$ cat src/rtl/tce_pkg.sv
package tce_pkg;
  localparam logic [1:0] RES_FULL = 2'd0;
  localparam logic [1:0] RES_HALF = 2'd1;
endpackage

$ cat src/rtl/tce_sync.sv
module tce_sync #(
  parameter int unsigned WIDTH  = 69,
  parameter int unsigned STAGES = 3
) (
  input  logic             clk_i,
  input  logic             rst_ni,
  input  logic [WIDTH-1:0] d_i,
  output logic [WIDTH-1:0] q_o
);
  logic [WIDTH-1:0] pipe_q [STAGES];

  always_ff @(posedge clk_i or negedge rst_ni) begin
    if (!rst_ni) begin
      for (int k = 0; k < STAGES; k++) pipe_q[k] <= '0;
    end else begin
      pipe_q[0] <= d_i;
      for (int k = 1; k < STAGES; k++) pipe_q[k] <= pipe_q[k-1];
    end
  end

  assign q_o = pipe_q[STAGES-1];
endmodule

$ cat src/rtl/tce_count.sv
module tce_count
  import tce_pkg::*;
#(
  parameter int unsigned NUM_CMP = 69,
  parameter int unsigned CODE_W  = 6
) (
  input  logic [NUM_CMP-1:0] bits_i,
  input  logic [NUM_CMP-1:0] mask_i,
  input  logic [1:0]         mode_i,
  output logic [CODE_W-1:0]  code_o
);
  localparam int unsigned CNT_W  = $clog2(NUM_CMP + 1);
  localparam int unsigned LVLS   = $clog2(NUM_CMP);
  localparam int unsigned LEAVES = 1 << LVLS;
  localparam logic [CNT_W-1:0] CODE_MAX = CNT_W'((1 << CODE_W) - 1);

  logic [NUM_CMP-1:0] live;
  logic [CNT_W-1:0]   cnt;
  logic [CODE_W-1:0]  sat;

  assign live = bits_i & mask_i;

  // balanced adder tree, leaves padded with zero
  for (genvar l = 0; l <= LVLS; l++) begin : lv
    logic [CNT_W-1:0] s [LEAVES >> l];
    for (genvar n = 0; n < (LEAVES >> l); n++) begin : nd
      if (l == 0) begin : leaf
        if (n < NUM_CMP) begin : used
          assign s[n] = CNT_W'(live[n]);
        end else begin : pad
          assign s[n] = '0;
        end
      end else begin : add
        assign s[n] = lv[l-1].s[2*n] + lv[l-1].s[2*n+1];
      end
    end
  end

  assign cnt = lv[LVLS].s[0];
  assign sat = (cnt > CODE_MAX) ? CODE_MAX[CODE_W-1:0] : cnt[CODE_W-1:0];

  always_comb begin
    case (mode_i)
      RES_FULL: code_o = sat;
      RES_HALF: code_o = sat >> 1;
      default:  code_o = sat >> 2;
    endcase
  end
endmodule

$ cat src/rtl/tce_mask_ctl.sv
module tce_mask_ctl #(
  parameter int unsigned NUM_IL  = 4,
  parameter int unsigned NUM_CMP = 69,
  parameter logic [NUM_CMP-1:0] RST_MASK = '1,
  localparam int unsigned IL_W   = (NUM_IL > 1) ? $clog2(NUM_IL) : 1
) (
  input  logic                      clk_i,
  input  logic                      rst_ni,
  input  logic                      wr_i,
  input  logic [IL_W-1:0]           sel_i,
  input  logic [NUM_CMP-1:0]        data_i,
  input  logic [1:0]                mode_i,
  input  logic                      apply_i,
  output logic [NUM_IL*NUM_CMP-1:0] mask_o,
  output logic [1:0]                mode_o
);
  logic [NUM_IL*NUM_CMP-1:0] pend_q;
  logic [NUM_IL-1:0]         pend_vld_q;

  for (genvar i = 0; i < NUM_IL; i++) begin : g_il
    always_ff @(posedge clk_i or negedge rst_ni) begin
      if (!rst_ni) begin
        mask_o[i*NUM_CMP +: NUM_CMP] <= RST_MASK;
        pend_q[i*NUM_CMP +: NUM_CMP] <= '0;
        pend_vld_q[i]                <= 1'b0;
      end else begin
        if (apply_i && pend_vld_q[i]) mask_o[i*NUM_CMP +: NUM_CMP] <= pend_q[i*NUM_CMP +: NUM_CMP];
        // a write on a boundary edge stays pending for the next boundary
        if (wr_i && sel_i == IL_W'(i)) begin
          pend_q[i*NUM_CMP +: NUM_CMP] <= data_i;
          pend_vld_q[i]                <= 1'b1;
        end else if (apply_i) begin
          pend_vld_q[i]                <= 1'b0;
        end
      end
    end
  end

  always_ff @(posedge clk_i or negedge rst_ni) begin
    if (!rst_ni)      mode_o <= '0;
    else if (apply_i) mode_o <= mode_i;
  end


  mask_hold_chk: assert property (@(posedge clk_i) disable iff (!rst_ni)
    !apply_i |=> $stable(mask_o));


  mode_hold_chk: assert property (@(posedge clk_i) disable iff (!rst_ni)
    !apply_i |=> $stable(mode_o));
endmodule

$ cat src/rtl/therm_count_encoder.sv
module therm_count_encoder
  import tce_pkg::*;
#(
  parameter int unsigned NUM_ACTIVE  = 63,
  parameter int unsigned NUM_SPARE   = 3,
  parameter int unsigned NUM_IL      = 4,
  parameter int unsigned SLOTS       = 4,
  parameter int unsigned SYNC_STAGES = 3,
  parameter int unsigned CODE_W      = 6,
  localparam int unsigned NUM_CMP    = NUM_ACTIVE + 2 * NUM_SPARE,
  localparam int unsigned IL_W       = (NUM_IL > 1) ? $clog2(NUM_IL) : 1,
  localparam int unsigned GRP_W      = NUM_IL * CODE_W,
  localparam int unsigned WORD_W     = SLOTS * GRP_W,
  localparam int unsigned LATENCY    = SYNC_STAGES
) (
  input  logic                      clk_i,
  input  logic                      rst_ni,
  input  logic [NUM_IL*NUM_CMP-1:0] cmp_i,
  input  logic                      mask_wr_i,
  input  logic [IL_W-1:0]           mask_sel_i,
  input  logic [NUM_CMP-1:0]        mask_data_i,
  input  logic [1:0]                res_mode_i,
  output logic [WORD_W-1:0]         data_o,
  output logic                      valid_o
);
  localparam int unsigned SLOT_W = $clog2(SLOTS);
  localparam logic [NUM_CMP-1:0] RST_MASK =
    ({NUM_CMP{1'b1}} >> (NUM_CMP - NUM_ACTIVE)) << NUM_SPARE;

  logic [NUM_IL*NUM_CMP-1:0] synced;
  logic [NUM_IL*NUM_CMP-1:0] mask_act;
  logic [1:0]                mode_act;
  logic [GRP_W-1:0]          codes;
  logic [LATENCY-1:0]        fill_q;
  logic                      fill_done;
  logic [SLOT_W-1:0]         slot_q;
  logic                      last_slot;
  logic                      apply;
  logic [(SLOTS-1)*GRP_W-1:0] hold_q;

  for (genvar i = 0; i < NUM_IL; i++) begin : g_lane
    tce_sync #(.WIDTH(NUM_CMP), .STAGES(SYNC_STAGES)) u_sync (
      .clk_i  (clk_i),
      .rst_ni (rst_ni),
      .d_i    (cmp_i[i*NUM_CMP +: NUM_CMP]),
      .q_o    (synced[i*NUM_CMP +: NUM_CMP])
    );
    tce_count #(.NUM_CMP(NUM_CMP), .CODE_W(CODE_W)) u_count (
      .bits_i (synced[i*NUM_CMP +: NUM_CMP]),
      .mask_i (mask_act[i*NUM_CMP +: NUM_CMP]),
      .mode_i (mode_act),
      .code_o (codes[i*CODE_W +: CODE_W])
    );
  end

  // marks when the synchronizer holds real samples
  always_ff @(posedge clk_i or negedge rst_ni) begin
    if (!rst_ni) fill_q <= '0;
    else         fill_q <= {fill_q[LATENCY-2:0], 1'b1};
  end
  assign fill_done = fill_q[LATENCY-1];
  assign last_slot = fill_done && (slot_q == SLOT_W'(SLOTS - 1));
  assign apply     = !fill_done || last_slot;

  tce_mask_ctl #(.NUM_IL(NUM_IL), .NUM_CMP(NUM_CMP), .RST_MASK(RST_MASK)) u_mask (
    .clk_i   (clk_i),
    .rst_ni  (rst_ni),
    .wr_i    (mask_wr_i),
    .sel_i   (mask_sel_i),
    .data_i  (mask_data_i),
    .mode_i  (res_mode_i),
    .apply_i (apply),
    .mask_o  (mask_act),
    .mode_o  (mode_act)
  );

  always_ff @(posedge clk_i or negedge rst_ni) begin
    if (!rst_ni) begin
      slot_q  <= '0;
      hold_q  <= '0;
      data_o  <= '0;
      valid_o <= 1'b0;
    end else begin
      valid_o <= last_slot;
      if (fill_done) begin
        if (last_slot) begin
          slot_q <= '0;
          data_o <= {codes, hold_q};
        end else begin
          slot_q <= slot_q + 1'b1;
          hold_q[int'(slot_q)*GRP_W +: GRP_W] <= codes;
        end
      end
    end
  end

  logic codes_small;
  always_comb begin
    codes_small = 1'b1;
    for (int i = 0; i < NUM_IL; i++)
      if (codes[i*CODE_W +: CODE_W] >= CODE_W'(1 << (CODE_W - 2))) codes_small = 1'b0;
  end


  valid_pulse_chk: assert property (@(posedge clk_i) disable iff (!rst_ni)
    valid_o |=> !valid_o);


  valid_after_fill_chk: assert property (@(posedge clk_i) disable iff (!rst_ni)
    valid_o |-> fill_done);


  low_res_range_chk: assert property (@(posedge clk_i) disable iff (!rst_ni)
    (fill_done && mode_act[1]) |-> codes_small);
endmodule

$ cat config.mk
export PLATFORM = sky130hd
export DESIGN_NAME = therm_count_encoder
export DESIGN_NICKNAME = d
export VERILOG_FILES = /design/src/rtl/tce_pkg.sv /design/src/rtl/tce_sync.sv /design/src/rtl/tce_count.sv /design/src/rtl/tce_mask_ctl.sv /design/src/rtl/therm_count_encoder.sv
export SDC_FILE = /design/constraint.sdc
export NUM_CORES = 2
export LEC_CHECK = 0
export CORE_ASPECT_RATIO = 2
export CORE_MARGIN = 3
export CORE_UTILIZATION = 25
export DETAILED_ROUTE_END_ITERATION = 16
export SYNTH_ARGS = -nofsm -noshare
export SYNTH_HDL_FRONTEND = slang
export SYNTH_SLANG_ARGS = --single-unit
$ cat constraint.sdc
create_clock -name clk_i -period 13.9 [get_ports clk_i]
set_clock_uncertainty 0.15 [all_clocks]
set_input_delay 4.17 -clock clk_i [delete_from_list [all_inputs] [get_ports clk_i]]
set_output_delay 4.17 -clock clk_i [all_outputs]
set_load 0.01 [all_outputs]
==> results.json <==
{
  "insertion_delay_ps": 800,
  "first_iter_violations": 1630,
  "antenna_found_initial": 51,
  "track_usage": 0.142,
  "cts_tree": "built",
  "cp-end-kind": "flop",
  "gp_congestion": 0.852,
  "die_area_um2": 245000,
  "holdPathEnd": "g_lane[2].u_sync.q_o[39]$_DFF_PN0_",
  "yosysUniqueCellTypes": 65,
  "crit_type": "reg2reg",
  "multiInputGateArea_um2": 18500,
  "reg2reg_slack_ps": 5750,
  "coreArea_um2": 237000,
  "overflow": 0,
  "critPathMaxFanout": 5,
  "vias": 30700,
  "io_pins": 449,
  "final_common_cell": "dfrtp_1",
  "finalCritPeriodShare": 0.587,
  "async_flop_share": 1.00,
  "ys.flop_type": "dfrtp_1",
  "regArea_um2": 39400,
  "grt_pass1_vias": 34100,
  "startpoint_type": "flop",
  "area.growth.synth_to_final_pct": 22.2,
  "die_w_um": 352,
  "hp-start": "g_lane[2].u_sync.pipe_q[108]$_DFF_PN0_",
  "syn_avg_cell_area_um2": 15.8,
  "final_max_slew_viol_count": 0,
  "r2r_start": "u_mask.mask_o[133]$_DFFE_PN1P_",
  "cts-root-buf": "clkbuf_16",
  "synth_area_um2": 59700,
  "dp_slack_ps": 5620,
  "drc_errors": 0,
  "die_h_um": 697,
  "status": "completed",
  "syn-num-nets": 4566,
  "setup_ws_ps": 5750,
  "synth-seq-cells": 1560,
  "setup_tns_ps": 0,
  "wirelength_um": 173000,
  "wl_per_cell_um": 23.1,
  "worstPathRequired_ps": 14440,
  "slew_headroom": 0.134,
  "grt_max_degree": 222,
  "max_freq_mhz": 123,
  "numCtsBuffers": 151,
  "worst_ep_arrival_time_ps": 8700,
  "synth-edff-count": 0,
  "vias_per_cell": 4.08,
  "synth_area_leader_cell": "dfrtp_1",
  "hold_class": "reg2reg",
  "cts.htree.levels": 4,
  "clock-sinks": 1560,
  "yosysTopAreaCellShare": 0.548,
  "reg2reg_depth": 20,
  "io_buffers": 448,
  "drt_pass1_iterations": 5,
  "post-cts-setup-buffer-count": 0,
  "fillers": 23500,
  "ant_nets": 0,
  "cts_hold_buf": 0,
  "whs_ps": 145,
  "dp_hpwl_um": 133000,
  "whs_path_depth": 0,
  "drv_cap": 0,
  "synth.yosys.seq_area_share": 0.659,
  "rows": 253,
  "clockBufferDepth": 4,
  "setup_viol": 0,
  "clkTransAtPathRegs_ps": 60,
  "crit-reg2reg-capture": "hold_q[32]$_DFFE_PN0P_",
  "start_util": 0.252,
  "ys_warn_count": 0,
  "rsz0062_at_grt": "false",
  "hold_viol": 0,
  "synth_area_leaders": "dfrtp_1, mux2_2, dfstp_2",
  "drive_above_1_share": 0.264,
  "fin_crit_ps": 8150,
  "synthCells": 3788,
  "final_util": 0.308,
  "nNetsFinal": 5106,
  "final_cell_mix": "dfrtp_1, mux2_2, clkdlybuf4s50_1, inv_1, and2_1",
  "worst_pin_slew_ps": 1300,
  "grt_pass1_wl_um": 248000,
  "post_cts_resized": 0
}
## final cells by class
| cell class | count | share of cell area |
|---|---|---|
| sequential | 1560 | 0.539 |
| multi-input combinational | 1746 | 0.254 |
| timing repair buffer | 477 | 0.0655 |
| clock buffer | 206 | 0.0579 |
| tap | 3060 | 0.0524 |
| inverter | 392 | 0.0201 |
| clock inverter | 58 | 0.0111 |
| antenna | 14 | 0.000480 |
## state kept, by name, indices dropped and copies added (netlist names)
signal and count:
hold_q 72, g_lane.u_sync.pipe_q 552, valid_o 1, fill_q 3, data_o 96, u_mask.mask_o 276
g_lane.u_sync.q_o 276, u_mask.mode_o 2, u_mask.pend_q 276, slot_q 2, u_mask.pend_vld_q 4
## synth_stat cells (all sizes together) (25+ instances only)
library cell  count
fa              248
ha              178
buf              34
nand2           109
inv             392
clkbuf           56
and2            278
dfstp           252
dfrtp          1308
nor2             25
o21ai            64
a21oi            25
mux2            633
## worst max-delay path, stage by stage, from the launching register on
cell and delay (ps):
dfstp_2 520, and2_1 120, ha_1 180, inv_1 70, fa_1 550, inv_1 70
fa_1 520, fa_1 890, fa_1 510, fa_1 510, fa_1 540, inv_1 50
fa_1 550, fa_1 520, nor2b_4 140, o31a_2 150, mux2i_1 250, nor2_1 90
a21oi_1 880, o21ai_1 480, o221ai_1 290
## per-stage QoR
step	cell area (um^2)	instances
2_1_floorplan	59700	3788
3_3_place_gp	68000	7235
3_5_place_dp	68000	7235
4_1_cts	73000	7499
5_1_grt	73000	7500
6_report	73000	7513
## layer usage
layer / vias up / track usage / wire (um)
met5: - / 0 / 137
met4: 20 / 0.0649 / 9240
met3: 319 / 0.0205 / 6670
met2: 844 / 0.257 / 90500
met1: 16100 / 0.164 / 66800
li1: 13400 / - / -
## cell families (layout without fill, tap and decap cells)
kind of cell	after synthesis	after routing	share of synthesized area
AO/OA/AOI/OAI	183	183	0.0208
XOR/XNOR	10	10	0.00147
adder cells (fa/ha/maj)	426	426	0.120
buffers and inverters	482	1133	0.0321
flip-flops	1560	1560	0.659
multiplexers	644	644	0.121
other	1	15	0.0000628
AND/OR/NAND/NOR	482	482	0.0451
## worst max-delay path by stage
stage	startpoint	to	slack (ps)	depth (start not counted)
4_1_cts	u_mask.mask_o[135]$_DFFE_PN0P_	hold_q[32]$_DFFE_PN0P_	5600	22
2_1_floorplan	u_mask.mask_o[14]$_DFFE_PN1P_	hold_q[60]$_DFFE_PN0P_	7290	22
3_3_place_gp	u_mask.mask_o[135]$_DFFE_PN0P_	hold_q[32]$_DFFE_PN0P_	5690	22
5_1_grt	g_lane[1].u_sync.q_o[60]$_DFF_PN0_	hold_q[32]$_DFFE_PN0P_	5490	22
3_5_place_dp	u_mask.mask_o[135]$_DFFE_PN0P_	hold_q[32]$_DFFE_PN0P_	5620	22
6_report	u_mask.mask_o[133]$_DFFE_PN1P_	hold_q[32]$_DFFE_PN0P_	5750	20
Power is not shown: default switching activity piles up to over one toggle a cycle in this logic, so the estimate is an artifact.
